==> config.mk <==
export PLATFORM = sky130hd
export DESIGN_NAME = alu2_unit
export DESIGN_NICKNAME = d
export VERILOG_FILES = /design/src/rtl/alu2_pkg.sv /design/src/rtl/alu2_class_dec.sv /design/src/rtl/alu2_ctl_dec.sv /design/src/rtl/alu2_core.sv /design/src/rtl/alu2_unit.sv
export SDC_FILE = /design/constraint.sdc
export NUM_CORES = 1
export LEC_CHECK = 0
export BUFFER_PORTS_ARGS = -buffer_cell sky130_fd_sc_hd__buf_2
export CORE_ASPECT_RATIO = 1.2
export CORE_MARGIN = 4
export CORE_UTILIZATION = 50
export DETAILED_ROUTE_END_ITERATION = 6
export HOLD_SLACK_MARGIN = 0.08
export PLACE_DENSITY_LB_ADDON = 0.05
export SETUP_SLACK_MARGIN = 0.15
export SKIP_CTS_REPAIR_TIMING = 1
export SKIP_LAST_GASP = 1
export SLEW_MARGIN = 25
export SYNTH_ARGS = -nofsm -noshare
export SYNTH_HDL_FRONTEND = slang
export SYNTH_SLANG_ARGS = --single-unit
==> constraint.sdc <==
create_clock -name clk -period 10.4 [get_ports clk]
set_input_delay 0.52 -clock clk [delete_from_list [all_inputs] [get_ports clk]]
set_output_delay 0.52 -clock clk [all_outputs]
set_load 0.01 [all_outputs]
==> src/rtl/alu2_pkg.sv <==
`timescale 1ns/1ps
// alu2_pkg: shared encodings for the two-level ALU decoder and the ALU.
// Assumes 6-bit opcode and function fields; the 3-bit control codes are fixed
// because neighbouring logic decodes them.
package alu2_pkg;

    localparam int OPW = 6;
    localparam int FNW = 6;

    // Operation class produced by the first decode level (2'b11 is unused).
    typedef enum logic [1:0] {
        CLS_ADD   = 2'b00,
        CLS_SUB   = 2'b01,
        CLS_FUNCT = 2'b10
    } op_class_e;

    // ALU control code produced by the second decode level.
    typedef enum logic [2:0] {
        CTL_AND = 3'b000,
        CTL_OR  = 3'b001,
        CTL_ADD = 3'b010,
        CTL_SUB = 3'b110,
        CTL_SLT = 3'b111
    } alu_ctl_e;

    localparam logic [OPW-1:0] OPC_RTYPE = 6'h00;
    localparam logic [OPW-1:0] OPC_LOAD  = 6'h23;
    localparam logic [OPW-1:0] OPC_STORE = 6'h2B;
    localparam logic [OPW-1:0] OPC_BEQ   = 6'h04;

    localparam logic [FNW-1:0] FN_ADD = 6'h20;
    localparam logic [FNW-1:0] FN_SUB = 6'h22;
    localparam logic [FNW-1:0] FN_AND = 6'h24;
    localparam logic [FNW-1:0] FN_OR  = 6'h25;
    localparam logic [FNW-1:0] FN_SLT = 6'h2A;

endpackage

==> src/rtl/alu2_class_dec.sv <==
`timescale 1ns/1ps
// alu2_class_dec: first decode level. Reduces the opcode to an operation
// class. Memory opcodes map to add, the equality branch to subtract, the
// register-type opcode defers to the function field; anything else adds.
// Purely combinational.
module alu2_class_dec
    import alu2_pkg::*;
(
    input  logic [OPW-1:0] opcode_i,
    output op_class_e      cls_o
);

    // Opcode to class lookup with add as the fallback.
    always_comb begin
        case (opcode_i)
            OPC_LOAD, OPC_STORE: cls_o = CLS_ADD;
            OPC_BEQ:             cls_o = CLS_SUB;
            OPC_RTYPE:           cls_o = CLS_FUNCT;
            default:             cls_o = CLS_ADD;
        endcase
    end

endmodule

==> src/rtl/alu2_ctl_dec.sv <==
`timescale 1ns/1ps
// alu2_ctl_dec: second decode level. Turns the operation class into a 3-bit
// ALU control code. The function field is looked at only for the
// function-field class; unknown function codes and the unused class add.
// Purely combinational.
module alu2_ctl_dec
    import alu2_pkg::*;
(
    input  op_class_e      cls_i,
    input  logic [FNW-1:0] funct_i,
    output alu_ctl_e       ctl_o
);

    alu_ctl_e fn_ctl;

    // Function field to control code for register-type instructions.
    always_comb begin
        case (funct_i)
            FN_ADD:  fn_ctl = CTL_ADD;
            FN_SUB:  fn_ctl = CTL_SUB;
            FN_AND:  fn_ctl = CTL_AND;
            FN_OR:   fn_ctl = CTL_OR;
            FN_SLT:  fn_ctl = CTL_SLT;
            default: fn_ctl = CTL_ADD;
        endcase
    end

    // Class selects a forced code or the function-derived code.
    always_comb begin
        case (cls_i)
            CLS_ADD:   ctl_o = CTL_ADD;
            CLS_SUB:   ctl_o = CTL_SUB;
            CLS_FUNCT: ctl_o = fn_ctl;
            default:   ctl_o = CTL_ADD;
        endcase
    end

endmodule

==> src/rtl/alu2_core.sv <==
`timescale 1ns/1ps
// alu2_core: W-bit integer ALU. Subtraction is addition of the inverted
// second operand with a carry-in of one. The adder is split at the sign bit
// so that the carry into and out of that bit are both visible; their XOR is
// the signed overflow. Set-less-than corrects the difference sign with it.
// Assumes W >= 2. Purely combinational.
module alu2_core
    import alu2_pkg::*;
#(
    parameter int W = 32
) (
    input  alu_ctl_e       ctl_i,
    input  logic [W-1:0]   a_i,
    input  logic [W-1:0]   b_i,
    output logic [W-1:0]   result_o,
    output logic           ovf_o
);

    localparam int LOW = W - 1;

    logic         negate;
    logic [W-1:0] b_eff;
    logic [LOW-1:0] low_sum;
    logic         c_sign_in;
    logic         c_sign_out;
    logic         sum_sign;
    logic         ovf_raw;
    logic         less;

    // Operand conditioning: invert b and inject carry for sub and slt.
    always_comb begin
        negate = (ctl_i == CTL_SUB) || (ctl_i == CTL_SLT);
        b_eff  = negate ? ~b_i : b_i;
    end

    // Low part of the adder, yielding the carry into the sign bit.
    always_comb begin
        {c_sign_in, low_sum} = {1'b0, a_i[LOW-1:0]} + {1'b0, b_eff[LOW-1:0]}
                             + {{LOW{1'b0}}, negate};
    end

    // Sign bit stage: sum, carry out, overflow and signed less-than.
    always_comb begin
        sum_sign   = a_i[W-1] ^ b_eff[W-1] ^ c_sign_in;
        c_sign_out = (a_i[W-1] & b_eff[W-1]) | (a_i[W-1] & c_sign_in)
                   | (b_eff[W-1] & c_sign_in);
        ovf_raw    = c_sign_in ^ c_sign_out;
        less       = sum_sign ^ ovf_raw;
    end

    // Result selection and overflow qualification by control code.
    always_comb begin
        case (ctl_i)
            CTL_AND: result_o = a_i & b_i;
            CTL_OR:  result_o = a_i | b_i;
            CTL_SLT: result_o = {{LOW{1'b0}}, less};
            default: result_o = {sum_sign, low_sum};
        endcase
        ovf_o = ((ctl_i == CTL_ADD) || (ctl_i == CTL_SUB)) && ovf_raw;
    end

endmodule

==> src/rtl/alu2_unit.sv <==
`timescale 1ns/1ps
// alu2_unit: top of the two-level ALU control and ALU. Opcode goes to the
// class decoder, class plus function field to the control decoder, control
// code to the ALU. Control code, result, zero and overflow are registered
// once. Synchronous active-low reset clears to the add code, zero result.
module alu2_unit
    import alu2_pkg::*;
#(
    parameter int W = 32
) (
    input  logic           clk,
    input  logic           rst_n,
    input  logic [OPW-1:0] opcode_i,
    input  logic [FNW-1:0] funct_i,
    input  logic [W-1:0]   a_i,
    input  logic [W-1:0]   b_i,
    output logic [2:0]     ctl_o,
    output logic [W-1:0]   result_o,
    output logic           zero_o,
    output logic           ovf_o
);

    op_class_e    cls;
    alu_ctl_e     ctl_d;
    logic [W-1:0] res_d;
    logic         ovf_d;

    alu2_class_dec u_cls (
        .opcode_i (opcode_i),
        .cls_o    (cls)
    );

    alu2_ctl_dec u_ctl (
        .cls_i   (cls),
        .funct_i (funct_i),
        .ctl_o   (ctl_d)
    );

    alu2_core #(.W(W)) u_alu (
        .ctl_i    (ctl_d),
        .a_i      (a_i),
        .b_i      (b_i),
        .result_o (res_d),
        .ovf_o    (ovf_d)
    );

    // Output stage: capture control code, result and flags each edge.
    always_ff @(posedge clk) begin
        if (!rst_n) begin
            ctl_o    <= CTL_ADD;
            result_o <= '0;
            zero_o   <= 1'b1;
            ovf_o    <= 1'b0;
        end else begin
            ctl_o    <= ctl_d;
            result_o <= res_d;
            zero_o   <= (res_d == '0);
            ovf_o    <= ovf_d;
        end
    end

endmodule


# Yosys cells after proc, flatten, opt, wreduce, memory -nomap -nowiden

Cells that the tools add are included.

Register bits after elaboration: 37
Bits in latches: 0
Memory bits (writable): 0
Memory bits (read-only): 0
Input port bits: 78
Output and inout port bits: 37
Logic and storage cells: 40
Memories kept: 0

Add/sub/neg operators: 2
Multiply operators: 0
Divide/modulo/power cells: 0
Magnitude comparators: 0
Eq/ne operators: 11
Shift operators: 0
Multiplexer cells: 5
Bitwise gates (word level): 12
Reductions and logical operators: 6

Operator list:

| kind                                          | number |
|---|---|
| case mux 32 bit (3 select lines)              | 1 |
| adder 31 x 31 -> 32 bit                       | 1 |
| adder 32 x 1 -> 32 bit                        | 1 |
| bitwise AND 32 bit                            | 1 |
| logical NOT 32 bit                            | 1 |
| 2-to-1 mux 32 bit                             | 1 |
| inverter 32 bit                               | 1 |
| OR 32 bit                                     | 1 |
| == test 6 bit, second input constant          | 4 |
| case mux 3 bit (4 select lines)               | 1 |
| == test 3 bit, second input constant          | 2 |
| == test 6 x 3 -> 1 bit, second input constant | 1 |
| logical NOT 6 bit                             | 1 |
| case mux 3 bit (2 select lines)               | 1 |
| case mux 2 bit (2 select lines)               | 1 |
| XOR 1 bit                                     | 4 |
| bitwise AND 1 bit                             | 3 |
| == test 3 x 1 -> 1 bit, second input constant | 1 |
| == test 3 x 2 -> 1 bit, second input constant | 1 |
| logical NOT 3 bit                             | 1 |
| == test 2 x 1 -> 1 bit, second input constant | 1 |
| == test 2 bit, second input constant          | 1 |
| logical OR 1 bit                              | 2 |
| OR 1 bit                                      | 2 |
| logical AND 1 bit                             | 1 |

# Depth between registers and ports, before layout

Word-level depth: 16
Depth in mapped cells: 32
Mapped depth without buffers: 29

# Modules after synthesis

From an unflattened synthesis, not the netlist that was laid out.

Cells, all modules: 535
Area total of the unflattened synthesis: 4116.4 um^2

Modules (own cells, without submodules):

| module         | instances | cells each | area each (um^2) | sequential area each (um^2) |
|---|---|---|---|---|
| alu2_core      | 1         | 430        | 2895.3           | 0.0 |
| alu2_unit      | 1         | 87         | 1074.8           | 740.7 |
| alu2_ctl_dec   | 1         | 15         | 117.6            | 0.0 |
| alu2_class_dec | 1         | 3          | 28.8             | 0.0 |

# Worst setup path before layout

Ideal clock, no wire load.

Kind: in2reg
From: input port opcode_i[0]
To: register zero_o
Library setup time: 96 ps
Data arrival time: 6963 ps
Required time: 10304 ps
Path slack: 3341 ps
Cell stages on the path: 28
Buffers on the path: 2
Cell sequence: or4_1 > or3_1 > inv_1 > ha_1 > nand2b_1 > o31a_1 > buf_6 > clkbuf_1 > xnor2_1 > ha_1 > a31o_2 > a21oi_1 > o21ai_2 > a21boi_2 > a2111oi_0 > a2111oi_2 > o221ai_1 > or3_1 > a31oi_2 > inv_1 > fa_1 > nor3_1 > o2111ai_1 > nor4_1 > nand4_1 > nor4_2 > nand4_1 > o41ai_2

Cells in the longest elaborated chain, start to end: 16
Elaborated cells between the ends (all ways): 25
Classes of those cells: 2 x add/sub; 6 x eq/ne; 4 x mux; 9 x bitwise; 4 x reduce/logical

Ends and longest elaborated chain:

| element                                                            | line                             | text |
|---|---|---|
| start, declared                                                    | alu2_unit.sv:13                  | `input logic [OPW-1:0] opcode_i,` |
| == test 6 x 3 -> 1 bit / logical NOT 6 bit (equally long branches) | alu2_class_dec.sv:15             | `case (opcode_i)` |
| case mux 2 bit (2 select lines) (*)                                | alu2_class_dec.sv:15             |  |
| == test 2 bit / == test 2 x 1 -> 1 bit (equally long branches)     | alu2_ctl_dec.sv:30               | `case (cls_i)` |
| case mux 3 bit (2 select lines) (*)                                | alu2_ctl_dec.sv:30               |  |
| == test 3 bit, on equally long branches                            | alu2_core.sv:32, alu2_core.sv:53 |  |
| logical OR 1 bit                                                   | alu2_core.sv:32                  | `negate = (ctl_i == CTL_SUB) \|\| (ctl_i == CTL_SLT);` |
| 2-to-1 mux 32 bit                                                  | alu2_core.sv:33                  | `b_eff = negate ? ~b_i : b_i;` |
| adder 31 x 31 -> 32 bit                                            | alu2_core.sv:38                  | `{c_sign_in, low_sum} = {1'b0, a_i[LOW-1:0]} + {1'b0, b_eff[LOW-1:0]}` |
| adder 32 x 1 -> 32 bit                                             | alu2_core.sv:39                  | `+ {{LOW{1'b0}}, negate};` |
| bitwise AND 1 bit                                                  | alu2_core.sv:45                  | `c_sign_out = (a_i[W-1] & b_eff[W-1]) \| (a_i[W-1] & c_sign_in)` |
| OR 1 bit                                                           | alu2_core.sv:45                  |  |
| OR 1 bit                                                           | alu2_core.sv:46                  | `\| (b_eff[W-1] & c_sign_in);` |
| XOR 1 bit                                                          | alu2_core.sv:47                  | `ovf_raw = c_sign_in ^ c_sign_out;` |
| XOR 1 bit                                                          | alu2_core.sv:48                  | `less = sum_sign ^ ovf_raw;` |
| case mux 32 bit (3 select lines) (*)                               | alu2_core.sv:53                  | `case (ctl_i)` |
| logical NOT 32 bit (*)                                             | alu2_unit.sv:57                  | `zero_o <= (res_d == '0);` |
| end signal, assigned                                               | alu2_unit.sv:57                  |  |
| end, declared                                                      | alu2_unit.sv:19                  | `output logic zero_o,` |

Every way passes the cells marked *; elsewhere a longest branch is shown, timed or not.
A chain may end at the register's enable or synchronous reset.

# Final worst setup path

Same ends and word-level chain as after synthesis.

==> flow_summary.ini <==
[run_status]
status = finished, final reports clean

[placement]
placed_cell_area_mm2 = 0.00478
dp_hpwl_um = 9480
dp_worst_setup_slack_ns = 2.48
globalplace.congestion = 0.915
place_inst = 714
io_buffers = 114

[floorplanning]
start_util_pct = 51.2
die_y_um = 108
die_area_mm2 = 0.00984
rows = 36
core_area_mm2 = 0.00811
num_io_pins = 115
die_w_um = 91.2

[route]
final_antenna_net_count = 0
drt_first_iter_violations = 275
dr.pass1.iters = 5
dr_total_vias = 4264
vias_per_cell = 5.91
drt-total-wl_um = 12000
detail_route.wl_per_cell_um = 16.7
drc = 0

[power]
ir_worst_vdd_v = 0.0000479
p_per_area_mw_per_mm2 = 110
p_leak_uw = 0.00215

[yosys]
synth_cell_type_count = 70
yosysMostFrequentCell = nand2_1
synth.net_count = 640
ys.flop_type = dfxtp_1
syn_area_mm2 = 0.00416
ys_seq_area_share_pct = 17.8
synth_edf_count = 0
syn_inst = 525
synth_largest_area_cell = dfxtp_1
yosys.area.top_type_share_pct = 17.8
syn_avg_cell_area_um2 = 7.91
ys_ff_latch = 37
synthArstFlopShare_pct = 0
ys.warnings.count = 0
synth.area.top_cells = dfxtp_1, ha_1, xnor2_1
synth_common_cells = nand2_1, xnor2_1, a21oi_1

[worst_setup_path]
worstPathRequired_ns = 10.61
crit_fanout = 23
arrival_ns = 7.83
setup.worst_path.end = zero_o
endpoint_kind = flip-flop
path_class = input pin to flip-flop
startpoint = opcode_i[0]
start_kind = input pin

[sta]
finalCriticalPeriod_ns = 7.63
fin_tns_setup_ns = 0
slew_headroom_pct = 38.0
worst_slew_pin_slew_ns = 0.928
rsz0062_at_grt = no
max_freq_mhz = 131
fin_crit_sh_pct = 73.3
layout_setup_ws_ns = 2.77
setup_viol = 0
finalMaxSlewViolations = 0
hold_violations = 0

[worst_hold_path]
whs_path_depth = 2
hold_path_class = input pin to flip-flop

[global_route]
overflow = 0
grt.met1_usage_pct = 30.4
grt_util_met2_pct = 42.7
grt_pass1_vias = 4125
grt_antenna_before_repair = 0
grt_pass1_wl_um = 19500
track_usage_pct = 24.2
top_usage_layer = met2
met3_usage_pct = 3.22
grt_max_degree = 45

[finish]
diodes = 0
instances_no_fill = 722
area_delta_synth_final_pct = 18.3
nNetsFinal = 741
drive_gt1_share_pct = 23.1
nFillCells = 796
postLayoutCellArea_mm2 = 0.00492

[clocking]
cts_tree = done
clockBufferDepth = 2
cts_buffers = 5
clk_pin_slew_ns = 0.07
cts-root-buf = clkbuf_8
h-tree-depth = 2
clock_sinks = 37

[job]
cap_violations = 0
[sequential cells by signal, summed over array words and instances, names as in the netlist]
register and count:
ovf_o 1, result_o 32, ctl_o 3, zero_o 1
[how the worst min path moves through the flow]
stage	slack, ns	from	endpoint
after floorplan	0.82	a_i[16]	result_o[16]
after global placement	0.92	result_o[18]	result_o[18]
after detailed placement	0.91	result_o[24]	result_o[24]
after CTS	0.65	rst_n	zero_o
after global routing	0.67	rst_n	zero_o
final	0.66	rst_n	zero_o
[layout make-up]
cell class | count | area (µm²) | area share, %
clock buffers | 5 | 68.8 | 1.40
clock inverters | 3 | 65.1 | 1.32
inverters | 15 | 56.3 | 1.15
multi-input cells | 449 | 3270 | 66.4
flip-flops and latches | 37 | 741 | 15.1
well taps | 95 | 119 | 2.42
repair buffers | 118 | 601 | 12.2
[cells in the final DEF (no fill, tap or decap), drive strengths merged, types with 18 or more instances in the layout]
cell	n
buf	118
nand2	53
xnor2	46
a21oi	44
o21ai	38
dfxtp	37
ha	34
maj3	26
and2	20
nor2b	18
[kinds of logic (layout without fill, tap and decap cells)]
family	after synthesis	count (layout)	share of synthesized area (%)
and+or+nand+nor	175	175	23.0
AOI/OAI and AO/OA	156	156	25.8
adders and majority gates	63	63	17.9
xor gates and xnor gates	52	52	11.0
buffers and inverters	39	141	3.76
DFF	37	37	17.8
muxes	3	3	0.723
[metal layers]
| metal | up-vias | part of all wire (%) | wire length, µm |
|---|---|---|---|
| li1 | 2126 | - | - |
| met1 | 1989 | 44 | 5240 |
| met2 | 129 | 49 | 5950 |
| met3 | 20 | 5.0 | 602 |
| met4 | 0 | 1.9 | 233 |
| met5 | - | 0 | 0 |
[worst max-delay path, cell delays in order]
cell       delay [ns]
buf_2            0.09
or4_1            0.52
or3_1            0.35
inv_1            0.07
ha_1             0.23
nand2b_1         0.21
o31a_2           0.46
buf_4            0.44
xnor2_1          0.22
ha_1             0.30
a31o_2           0.20
a21oi_1          0.31
o21ai_2          0.12
a21boi_2         0.25
a2111oi_0        0.17
a2111oi_2        0.50
o221ai_1         0.24
or3_1            0.36
a31oi_2          0.26
inv_1            0.09
fa_1             0.47
nor3_1           0.19
o2111ai_1        0.14
nor4_1           0.26
nand4_1          0.16
nor4_2           0.26
nand4_1          0.13
o41ai_2          0.31
[power by group]
group | switching (µW) | total [µW] | internal [µW]
sequential | 3.87 | 163 | 159
clock | 56.3 | 152 | 95.3
combinational | 130 | 229 | 98.6
[metrics by stage]
step	power [µW]	util [%]	hold WS (ns)
after floorplan	318	-	0.821
after global placement	392	59.0	0.916
after detailed placement	393	59.0	0.913
after CTS	544	60.6	0.648
after global routing	579	60.6	0.672
final	543	60.6	0.658
No activity file was read; power rests on OpenSTA's default activity.
